--- src/rtl/pdw_pkg.sv ---
package pdw_pkg;

    localparam int DATA_W    = 18;
    localparam int REG_W     = 16;
    localparam int MAX_BEATS = 3;
    localparam int BEAT_IW   = $clog2(MAX_BEATS + 1);

    typedef enum logic [1:0] {
        BUS_W8  = 2'd0,
        BUS_W9  = 2'd1,
        BUS_W16 = 2'd2,
        BUS_W18 = 2'd3
    } bus_width_e;

    typedef enum logic [2:0] {
        ST_IDLE,
        ST_SEL,
        ST_SETUP,
        ST_LOW,
        ST_HIGH,
        ST_FIN
    } seq_state_e;

    typedef struct packed {
        logic              is_data;
        logic              is_pixel;
        logic [DATA_W-1:0] value;
        bus_width_e        width;
        logic              depth18;
        logic              bus6800;
    } wr_req_t;

    typedef struct packed {
        logic [BEAT_IW-1:0]                count;
        logic [MAX_BEATS-1:0][DATA_W-1:0]  word;
    } beat_plan_t;

    function automatic int max3(input int a, input int b, input int c);
        int m;
        m = (a > b) ? a : b;
        return (m > c) ? m : c;
    endfunction

    // Byte on the upper eight lines
    function automatic logic [DATA_W-1:0] on_hi8(input logic [7:0] x);
        return {x, 10'b0};
    endfunction

    // Nine bits on the upper nine lines
    function automatic logic [DATA_W-1:0] on_hi9(input logic [8:0] x);
        return {x, 9'b0};
    endfunction

    // Six bits on the upper six lines
    function automatic logic [DATA_W-1:0] on_hi6(input logic [5:0] x);
        return {x, 12'b0};
    endfunction

    // Six bits on lines 8..3
    function automatic logic [DATA_W-1:0] on_mid6(input logic [5:0] x);
        return {9'b0, x, 3'b0};
    endfunction

    // Sixteen bits on lines 17..10 and 8..1, skipping 9 and 0
    function automatic logic [DATA_W-1:0] spread16(input logic [REG_W-1:0] x);
        return {x[15:8], 1'b0, x[7:0], 1'b0};
    endfunction

endpackage

--- src/rtl/pdw_beat_planner.sv ---
module pdw_beat_planner
    import pdw_pkg::*;
(
    input  logic              pix,
    input  bus_width_e        width,
    input  logic              depth18,
    input  logic [DATA_W-1:0] value,
    output beat_plan_t        plan
);

    logic [REG_W-1:0] reg_word;
    assign reg_word = value[REG_W-1:0];

    always_comb begin
        plan = '0;
        unique case (width)
            BUS_W8: begin
                if (pix && depth18) begin
                    plan.count   = BEAT_IW'(3);
                    plan.word[0] = on_hi6(value[17:12]);
                    plan.word[1] = on_hi6(value[11:6]);
                    plan.word[2] = on_hi6(value[5:0]);
                end else begin
                    plan.count   = BEAT_IW'(2);
                    plan.word[0] = on_hi8(reg_word[15:8]);
                    plan.word[1] = on_hi8(reg_word[7:0]);
                end
            end
            BUS_W9: begin
                plan.count = BEAT_IW'(2);
                if (pix) begin
                    plan.word[0] = on_hi9(value[17:9]);
                    plan.word[1] = on_hi9(value[8:0]);
                end else begin
                    plan.word[0] = on_hi8(reg_word[15:8]);
                    plan.word[1] = on_hi8(reg_word[7:0]);
                end
            end
            BUS_W16: begin
                if (pix && depth18) begin
                    plan.count   = BEAT_IW'(3);
                    plan.word[0] = on_hi6(value[17:12]);
                    plan.word[1] = on_mid6(value[11:6]);
                    plan.word[2] = on_hi6(value[5:0]);
                end else begin
                    plan.count   = BEAT_IW'(1);
                    plan.word[0] = spread16(reg_word);
                end
            end
            default: begin
                plan.count   = BEAT_IW'(1);
                plan.word[0] = pix ? value : spread16(reg_word);
            end
        endcase
    end

endmodule

--- src/rtl/pdw_phase_timer.sv ---
module pdw_phase_timer #(
    parameter int CNT_W = 2
) (
    input  logic             clk,
    input  logic             rst,
    input  logic             load,
    input  logic [CNT_W-1:0] load_val,
    output logic             expired
);

    logic [CNT_W-1:0] cnt_q;

    always_ff @(posedge clk) begin
        if (rst) begin
            cnt_q <= '0;
        end else if (load) begin
            cnt_q <= load_val;
        end else if (cnt_q != '0) begin
            cnt_q <= cnt_q - 1'b1;
        end
    end

    assign expired = (cnt_q == '0);

endmodule

--- src/rtl/pdw_write_engine.sv ---
module pdw_write_engine
    import pdw_pkg::*;
#(
    parameter int SETUP_CYC = 1,
    parameter int LOW_CYC   = 2,
    parameter int HIGH_CYC  = 1
) (
    input  logic              clk,
    input  logic              rst,
    input  logic              req_valid,
    output logic              req_ready,
    input  logic              req_is_data,
    input  logic              req_is_pixel,
    input  logic [DATA_W-1:0] req_value,
    input  logic [1:0]        cfg_width,
    input  logic              cfg_depth18,
    input  logic              cfg_bus6800,
    output logic              bus_cs_n,
    output logic              bus_dc,
    output logic              bus_wr_n,
    output logic              bus_e,
    output logic              bus_rw,
    output logic [DATA_W-1:0] bus_data,
    output logic              done
);

    localparam int MAX_CYC = max3(SETUP_CYC, LOW_CYC, HIGH_CYC);
    localparam int CNT_W   = $clog2(MAX_CYC + 1);
    localparam logic [CNT_W-1:0] SETUP_LD = CNT_W'(SETUP_CYC - 1);
    localparam logic [CNT_W-1:0] LOW_LD   = CNT_W'(LOW_CYC - 1);
    localparam logic [CNT_W-1:0] HIGH_LD  = CNT_W'(HIGH_CYC - 1);

    seq_state_e         state_q, state_d;
    logic [BEAT_IW-1:0] beat_q, beat_d;
    wr_req_t            req_q;
    beat_plan_t         plan;
    logic               accept;
    logic               tmr_load, tmr_expired;
    logic [CNT_W-1:0]   tmr_val;
    logic               in_frame, in_beat, strobe;
    logic [DATA_W-1:0]  beat_word;

    assign accept = req_valid && (state_q == ST_IDLE);

    // Request and mode are frozen at acceptance
    always_ff @(posedge clk) begin
        if (rst) begin
            req_q <= '0;
        end else if (accept) begin
            req_q.is_data  <= req_is_data;
            req_q.is_pixel <= req_is_pixel;
            req_q.value    <= req_value;
            req_q.width    <= bus_width_e'(cfg_width);
            req_q.depth18  <= cfg_depth18;
            req_q.bus6800  <= cfg_bus6800;
        end
    end

    pdw_beat_planner u_planner (
        .pix     (req_q.is_data && req_q.is_pixel),
        .width   (req_q.width),
        .depth18 (req_q.depth18),
        .value   (req_q.value),
        .plan    (plan)
    );

    pdw_phase_timer #(
        .CNT_W (CNT_W)
    ) u_timer (
        .clk      (clk),
        .rst      (rst),
        .load     (tmr_load),
        .load_val (tmr_val),
        .expired  (tmr_expired)
    );

    always_comb begin
        state_d  = state_q;
        beat_d   = beat_q;
        tmr_load = 1'b0;
        tmr_val  = SETUP_LD;
        unique case (state_q)
            ST_IDLE: begin
                beat_d = '0;
                if (accept) state_d = ST_SEL;
            end
            ST_SEL: begin
                state_d  = ST_SETUP;
                tmr_load = 1'b1;
                tmr_val  = SETUP_LD;
            end
            ST_SETUP: begin
                if (tmr_expired) begin
                    state_d  = ST_LOW;
                    tmr_load = 1'b1;
                    tmr_val  = LOW_LD;
                end
            end
            ST_LOW: begin
                if (tmr_expired) begin
                    state_d  = ST_HIGH;
                    tmr_load = 1'b1;
                    tmr_val  = HIGH_LD;
                end
            end
            ST_HIGH: begin
                if (tmr_expired) begin
                    if (beat_q == BEAT_IW'(plan.count - 1'b1)) begin
                        state_d = ST_FIN;
                    end else begin
                        beat_d   = beat_q + 1'b1;
                        state_d  = ST_SETUP;
                        tmr_load = 1'b1;
                        tmr_val  = SETUP_LD;
                    end
                end
            end
            default: state_d = ST_IDLE;
        endcase
    end

    always_ff @(posedge clk) begin
        if (rst) begin
            state_q <= ST_IDLE;
            beat_q  <= '0;
        end else begin
            state_q <= state_d;
            beat_q  <= beat_d;
        end
    end

    always_comb begin
        unique case (beat_q)
            BEAT_IW'(0): beat_word = plan.word[0];
            BEAT_IW'(1): beat_word = plan.word[1];
            default:     beat_word = plan.word[2];
        endcase
    end

    assign in_beat  = (state_q == ST_SETUP) || (state_q == ST_LOW) || (state_q == ST_HIGH);
    assign in_frame = in_beat || (state_q == ST_SEL);
    assign strobe   = (state_q == ST_LOW);

    assign req_ready = (state_q == ST_IDLE);
    assign done      = (state_q == ST_FIN);
    assign bus_cs_n  = !in_frame;
    assign bus_dc    = in_beat && req_q.is_data;
    assign bus_data  = in_beat ? beat_word : '0;
    assign bus_wr_n  = !(strobe && !req_q.bus6800);
    assign bus_e     = strobe && req_q.bus6800;
    assign bus_rw    = !(in_frame && req_q.bus6800);

    a_r3_strobe_inside_cs: assert property (@(posedge clk) disable iff (rst)
        (!bus_wr_n || bus_e) |-> !bus_cs_n);

    a_r4_data_hold: assert property (@(posedge clk) disable iff (rst)
        ((!bus_wr_n || bus_e) && $past(!bus_wr_n || bus_e)) |-> $stable(bus_data));

    a_r5_one_strobe_kind: assert property (@(posedge clk) disable iff (rst)
        !(bus_e && !bus_wr_n));

    a_r5_rw_at_write: assert property (@(posedge clk) disable iff (rst)
        bus_e |-> !bus_rw);

    a_r2_ready_only_idle: assert property (@(posedge clk) disable iff (rst)
        req_ready |-> (bus_cs_n && !done));

    a_r3_done_after_cs: assert property (@(posedge clk) disable iff (rst)
        done |-> (bus_cs_n && $past(!bus_cs_n)));

    a_r3_done_single: assert property (@(posedge clk) disable iff (rst)
        done |=> !done);

    a_r3_dc_steady: assert property (@(posedge clk) disable iff (rst)
        (!bus_cs_n && $past(!bus_cs_n) && $past(bus_dc)) |-> bus_dc);

    a_r12_idle_quiet: assert property (@(posedge clk) disable iff (rst)
        bus_cs_n |-> (bus_data == '0 && !bus_dc));

endmodule

--- config.mk ---
export PLATFORM = sky130hd
export DESIGN_NAME = pdw_write_engine
export DESIGN_NICKNAME = d
export VERILOG_FILES = /design/src/rtl/pdw_pkg.sv /design/src/rtl/pdw_beat_planner.sv /design/src/rtl/pdw_phase_timer.sv /design/src/rtl/pdw_write_engine.sv
export SDC_FILE = /design/constraint.sdc
export NUM_CORES = 1
export LEC_CHECK = 0
export ABC_AREA = 1
export CAP_MARGIN = 25
export CELL_PAD_IN_SITES_DETAIL_PLACEMENT = 1
export CELL_PAD_IN_SITES_GLOBAL_PLACEMENT = 2
export CORE_ASPECT_RATIO = 1.25
export CORE_MARGIN = 1
export CORE_UTILIZATION = 26
export CTS_CLUSTER_SIZE = 20
export DETAILED_ROUTE_END_ITERATION = 12
export PLACE_DENSITY = 0.91
export RECOVER_POWER = 50
export SYNTH_ARGS = -nofsm -noshare
export SYNTH_HDL_FRONTEND = slang
export SYNTH_SLANG_ARGS = --single-unit
--- constraint.sdc ---
create_clock -name clk -period 2 [get_ports clk]
set_input_delay 0.4 -clock clk [delete_from_list [all_inputs] [get_ports clk]]
set_output_delay 0.4 -clock clk [all_outputs]
set_load 0.02 [all_outputs]
== Word level (Yosys, flattened, before mapping) ==
Cells that the tools add are included.

* Register bits after elaboration: 31
* Bits of input ports: 27

* Add/subtract/negate cells: 3
* Equality and inequality tests: 14
* Muxes and demuxes: 31
* Reduce and logical (&&, ||, !) cells: 24

{| class="wikitable"
|+ Operator list
! kind !! number
|-
| $mux 36 || 3
|-
| $pmux 18 s3 || 2
|-
| $mux 18 || 4
|-
| $pmux 18 s2 || 2
|-
| $mux 3 || 5
|-
| $pmux 3 s5 || 1
|-
| $mux 2 || 5
|-
| $ne 2x2->1 const B || 4
|-
| $logic_and 1x1->1 || 7
|-
| $eq 3x2->1 const B || 2
|-
| $eq 3x3->1 const B || 2
|-
| $logic_not 2->1 || 3
|-
| $mux 1 || 6
|-
| $pmux 2 s3 || 1
|-
| $reduce_bool 2->1 || 3
|-
| $eq 2x1->1 const B || 2
|-
| $logic_not 1->1 || 4
|-
| $pmux 2 s2 || 1
|-
| $reduce_and 4->1 || 1
|-
| $sub 2x1->2 const B || 2
|-
| $eq 3x1->1 const B || 1
|-
| $logic_not 3->1 || 1
|-
| $logic_or 1x1->1 || 3
|-
| $pmux 1 s3 || 1
|-
| 6 further kinds || 6
|}

== Longest topological paths before layout ==
* Depth after elaboration: 10
* Mapped depth: 10

== By module ==
A second synthesis with hierarchy kept.

* Cells, all modules: 517
* Area, all modules: 2,864.0 sq um

{| class="wikitable"
|+ Modules (own cells, without submodules)
! module !! instances !! cells each !! area an instance (sq um) !! seq. area each (sq um)
|-
| pdw_write_engine || 1 || 317 || 1,920.6 || 580.6
|-
| pdw_beat_planner || 1 || 183 || 829.5 || 0.0
|-
| pdw_phase_timer || 1 || 17 || 113.9 || 40.0
|}

== Worst setup path after synthesis ==
No wires, ideal clock.

* Path kind: register -> output
* From: register beat_q[1]
* To: output port bus_data[0]
* Arrival: 1.630 ns
* Required time: 1.600 ns
* Path slack: -0.030 ns
* Stages on the path, launching flop included: 6
* Buffers on the path: 1
* Cells stage by stage: dfxtp_1 inv_1 ha_1 clkbuf_1 nand2_2 nor4_1

* Cells in the longest elaborated chain, start to end: 3
* Elaborated cells on any way between the ends: 4
* Those cells by class: eq/ne: 1; mux: 2; reduce/logical: 1

{| class="wikitable"
|+ RTL lines
! element !! RTL line !! source
|-
| from (decl) || pdw_write_engine.sv:34 || <nowiki>logic [BEAT_IW-1:0] beat_q, beat_d;</nowiki>
|-
| from (signal assigned) || pdw_write_engine.sv:128 || <nowiki>beat_q <= beat_d;</nowiki>
|-
| $eq 2x1->1 / $logic_not 2->1 (equally long branches) || pdw_write_engine.sv:133 || <nowiki>unique case (beat_q)</nowiki>
|-
| $pmux 18 s2 * || pdw_write_engine.sv:133 ||
|-
| $mux 18 * || pdw_write_engine.sv:148 || <nowiki>assign bus_data = in_beat ? beat_word : '0;</nowiki>
|-
| to (decl) || pdw_write_engine.sv:23 || <nowiki>output logic [DATA_W-1:0] bus_data,</nowiki>
|}

Mark *: on every way between the ends. The rest lies on a longest branch, timed or not.

== Worst setup path in the final report ==
* From: register req_q[23] (netlist bit)
* To: output port bus_data[12]

* Cells in the longest elaborated chain, start to end: 6
* Elaborated cells on any way between the ends: 13
* Those cells by class: mux: 11; reduce/logical: 2

{| class="wikitable"
|+ RTL lines
! element !! RTL line !! source
|-
| from (decl) || pdw_write_engine.sv:35 || <nowiki>wr_req_t req_q;</nowiki>
|-
| $logic_and 1x1->1 * || pdw_write_engine.sv:60 || <nowiki>.pix (req_q.is_data && req_q.is_pixel),</nowiki>
|-
| $logic_and 1x1->1 || pdw_beat_planner.sv:18, pdw_beat_planner.sv:40 ||
|-
| $mux 36 (tied with other cells) || pdw_beat_planner.sv:18 || <nowiki>if (pix && depth18) begin</nowiki>
|-
| $pmux 18 s3 / $pmux 18 s2 (equally long branches) || pdw_beat_planner.sv:16 || <nowiki>unique case (width)</nowiki>
|-
| $pmux 18 s2 * || pdw_write_engine.sv:133 ||
|-
| $mux 18 * || pdw_write_engine.sv:148 ||
|}

Marked as above.

==> metrics.md <==
| Metric | Value |
|---|---|
| Outcome | `complete, but fails checks` |
| Yosys Warn Count | `0` |
| Worst skew pair latency | `between 200 and 300 ps` |
| DRC errors left | `0` |
| Placed cell area | `roughly 0.0033 mm2` |
| Initial antenna violation count | `0` |
| Max Fclk | `449 MHz` |
| Hold Crit Class | `flip-flop to flip-flop` |
| Antenna-violating nets left | `0` |
| CP Capture Type | `primary output` |
| CTS Buf Count | `5` |
| I/O Pins | `52` |
| Layout cells sized above 1 | `43.0%` |
| GR peak layer | `met2` |
| Synth Net Count | `361` |
| Post-synth top cells | `nand2_1, o21ai_0, inv_1` |
| Starting Density | `27.2%` |
| Post-Syn Area | `~0.0022 mm2` |
| Pin count of the biggest net entering global routing | `44` |
| First-pass GRT wire length | `14.7 mm` |
| Total global-route track usage | `21.3%` |
| Final worst setup slack | `-229 ps` |
| Nets | `497` |
| Kind of critical path | `flip-flop to primary output` |
| Detailed Route Iter0 Violations | `79` |
| Synth area leader | `dfxtp_1` |
| Hold_ws | `472 ps` |
| Final min period | `between 2000 and 2500 ps` |
| Die height | `104 um` |
| Tcrit/Tclk final | `111%` |
| Critical path, cell by cell | `nand2_4 -> buf_12 -> buf_4 -> nand2_2 -> o21ai_2 -> o22ai_1 -> a21oi_1 -> a21oi_2 -> buf_6` |
| GR Overflow Total | `0` |
| First-pass detailed-route iteration total | `4` |
| Final Max Tran Viols | `0` |
| Die Wd | `around 83 um` |
| Register bit total from synthesis | `31` |
| EDFF count, synth | `0` |
| Number of distinct library cells after synthesis | `35` |
| # Max-Cap Violations | `0` |
| Ant diodes | `0` |
| Met3 Usage GRT | `3.35%` |
| Failing checks | `negative setup slack` |
| Fin cells | `roughly 560` |
| Leak Pwr | `between 1.5 and 2 nW` |
| CTS tree | `yes` |
| M2 GR Usage | `41.0%` |
| Final Hold Vio Count | `0` |
| Cts hold-fix bufs | `0` |
| CTS sink cnt | `31` |
| Worst path max stage delay | `350 ps` |
| VDD IR max | `around 0.75 mV` |
| PwrDens | `1190 mW/mm2` |
| Met1 Use GR | `22.2%` |
| Cell count after synthesis | `331` |
| Crit Path Max Fanout | `11` |
| CTS Buffer Depth | `2` |
| Most common flop cell mapped by yosys | `dfxtp_1` |
| Slew of the pin with the lowest slew margin | `415 ps` |
| Mean area per synthesized cell | `approximately 6.5 um2` |
| Worst hold stages | `2` |
| RD Place Congestion | `0.891` |
| Arr. time, crit path | `1830 ps` |
| Post-placement cell count | `538` |
| Worst EP required | `approximately 1600 ps` |
| Overall power | `4.52 mW` |
| Post-Route Utilization | `between 40% and 50%` |
| Worst-path clk slew | `60 ps` |
| DR WL/cell | `between 15 and 20 um` |
| H-tree Lvls | `2` |
| WL final | `9.72 mm` |
| Clock skew | `7.31 ps` |
| Seq/Total Area, Yosys | `28.8%` |
| Routed vias | `~2,800` |
| Startpoint type of the worst setup path | `flip-flop` |
| Drt via density | `5.03` |
| Num rows | `36` |
| Worst slew margin | `72.3%` |
| Die ar. | `0.00866 mm2` |
| Synth area leaders | `dfxtp_1, o21ai_0, a21oi_1` |
| FF-to-FF path depth | `9` |
| Post-DP HPWL | `6.67 mm` |
| RSZ-0062 raised after global routing | `true` |
| Pre-CTS setup slack | `-395 ps` |
| Root buffer cell | `clkbuf_8` |
| Final instance area | `0.00380 mm2` |
| Area growth, synth to finish | `76.4%` |
| IO buf count | `51` |
| Setup_tns | `-2230 ps` |
| Post-synth top area share | `28.8%` |
| Final setup vio count | `19` |
| Post-synthesis async set-or-reset flop share | `0%` |
| Crit path max-delay cell type | `dfxtp_2` |
| Vias in the first global route | `between 2,000 and 3,000` |
| Core area | `0.00793 mm2` |
flip-flops by register name, indices dropped and copies added, names as in the netlist:
register	count
u_timer.cnt_q	2
state_q	3
beat_q	2
req_q	24
path summary, 6_finish.rpt:
path                                 from                endpoint  slack, ps
setup / recovery   req_q[23]$_SDFFE_PP0P_            bus_data[12]       -230
hold / removal     req_q[21]$_SDFFE_PP0P_  req_q[21]$_SDFFE_PP0P_        470
setup reg to reg  state_q[1]$_SDFFE_PP0P_  req_q[13]$_SDFFE_PP0P_         80
hold reg to reg    req_q[21]$_SDFFE_PP0P_  req_q[21]$_SDFFE_PP0P_        470
routing by layer:
| layer | up-vias | wire (um) |
|---|---|---|
| met2 | 69 | 5430 |
| met4 | 0 | 345 |
| met1 | 1351 | 3680 |
| met3 | 22 | 273 |
| met5 | - | 0 |
| li1 | 1384 | - |
worst max-delay path: cells and delay by family, from the launching register on:
family	cells	cell delay, ps
AND/OR/NAND/NOR	2	150
buffers and inverters	3	450
flip-flops	1	350
AO/OA/AOI/OAI	4	590
placed cells by master (no fill, tap or decap), types with 3 or more instances in the layout:
master,synthesis,final
o21ai_0,48,33
buf_6,3,18
nand2_4,1,5
inv_4,2,3
inv_2,6,11
clkbuf_8,0,6
a21oi_1,42,34
dfxtp_2,0,6
nand3_2,1,3
nand2_1,48,40
nor3_1,7,3
nand3_1,17,14
clkbuf_2,0,3
nor2_2,1,3
nand4_1,2,3
nor3_2,0,4
o22ai_1,8,7
nand2_2,4,7
dfxtp_1,31,24
clkdlybuf4s50_1,0,26
a21oi_2,1,7
buf_4,0,82
inv_1,43,36
buf_12,0,4
o21ai_2,0,10
clkbuf_4,0,3
o21ai_1,6,11
nor2_8,3,3
nor2_1,27,23
nor2_4,2,4
kinds of logic after synthesis:
group,synth area share (%)
adder cells (fa/ha/maj),1.74
buffers and inverters,13.0
AO/OA/AOI/OAI,28.4
flip-flops,28.8
AND/OR/NAND/NOR,28.0
final cells by class:
| cell class | instances | area, um2 |
|---|---|---|
| Clock buffer | 6 | 82.6 |
| Clock inverter | 1 | 5.00 |
| Fill cell | 1013 | 4120 |
| Inverter | 53 | 216 |
| Multi-Input combinational cell | 235 | 1520 |
| Sequential cell | 31 | 632 |
| Tap cell | 95 | 119 |
| Timing Repair Buffer | 141 | 1230 |
repair_timing:
| item | CTS | global route |
|---|---|---|
| buffers inserted | 7 | 10 |
| pin swaps | 12 | 19 |
| resized for setup | 156 | 67 |
| endpoints found under the setup margin | 25 | 23 |
report_power, final:
group / switching [mW] / internal, mW / total (mW)
Clock: 0.249 / 0.270 / 0.519
Combinational: 1.70 / 1.29 / 2.99
Sequential: 0.179 / 0.837 / 1.02
No activity file was read; power rests on OpenSTA's default activity.
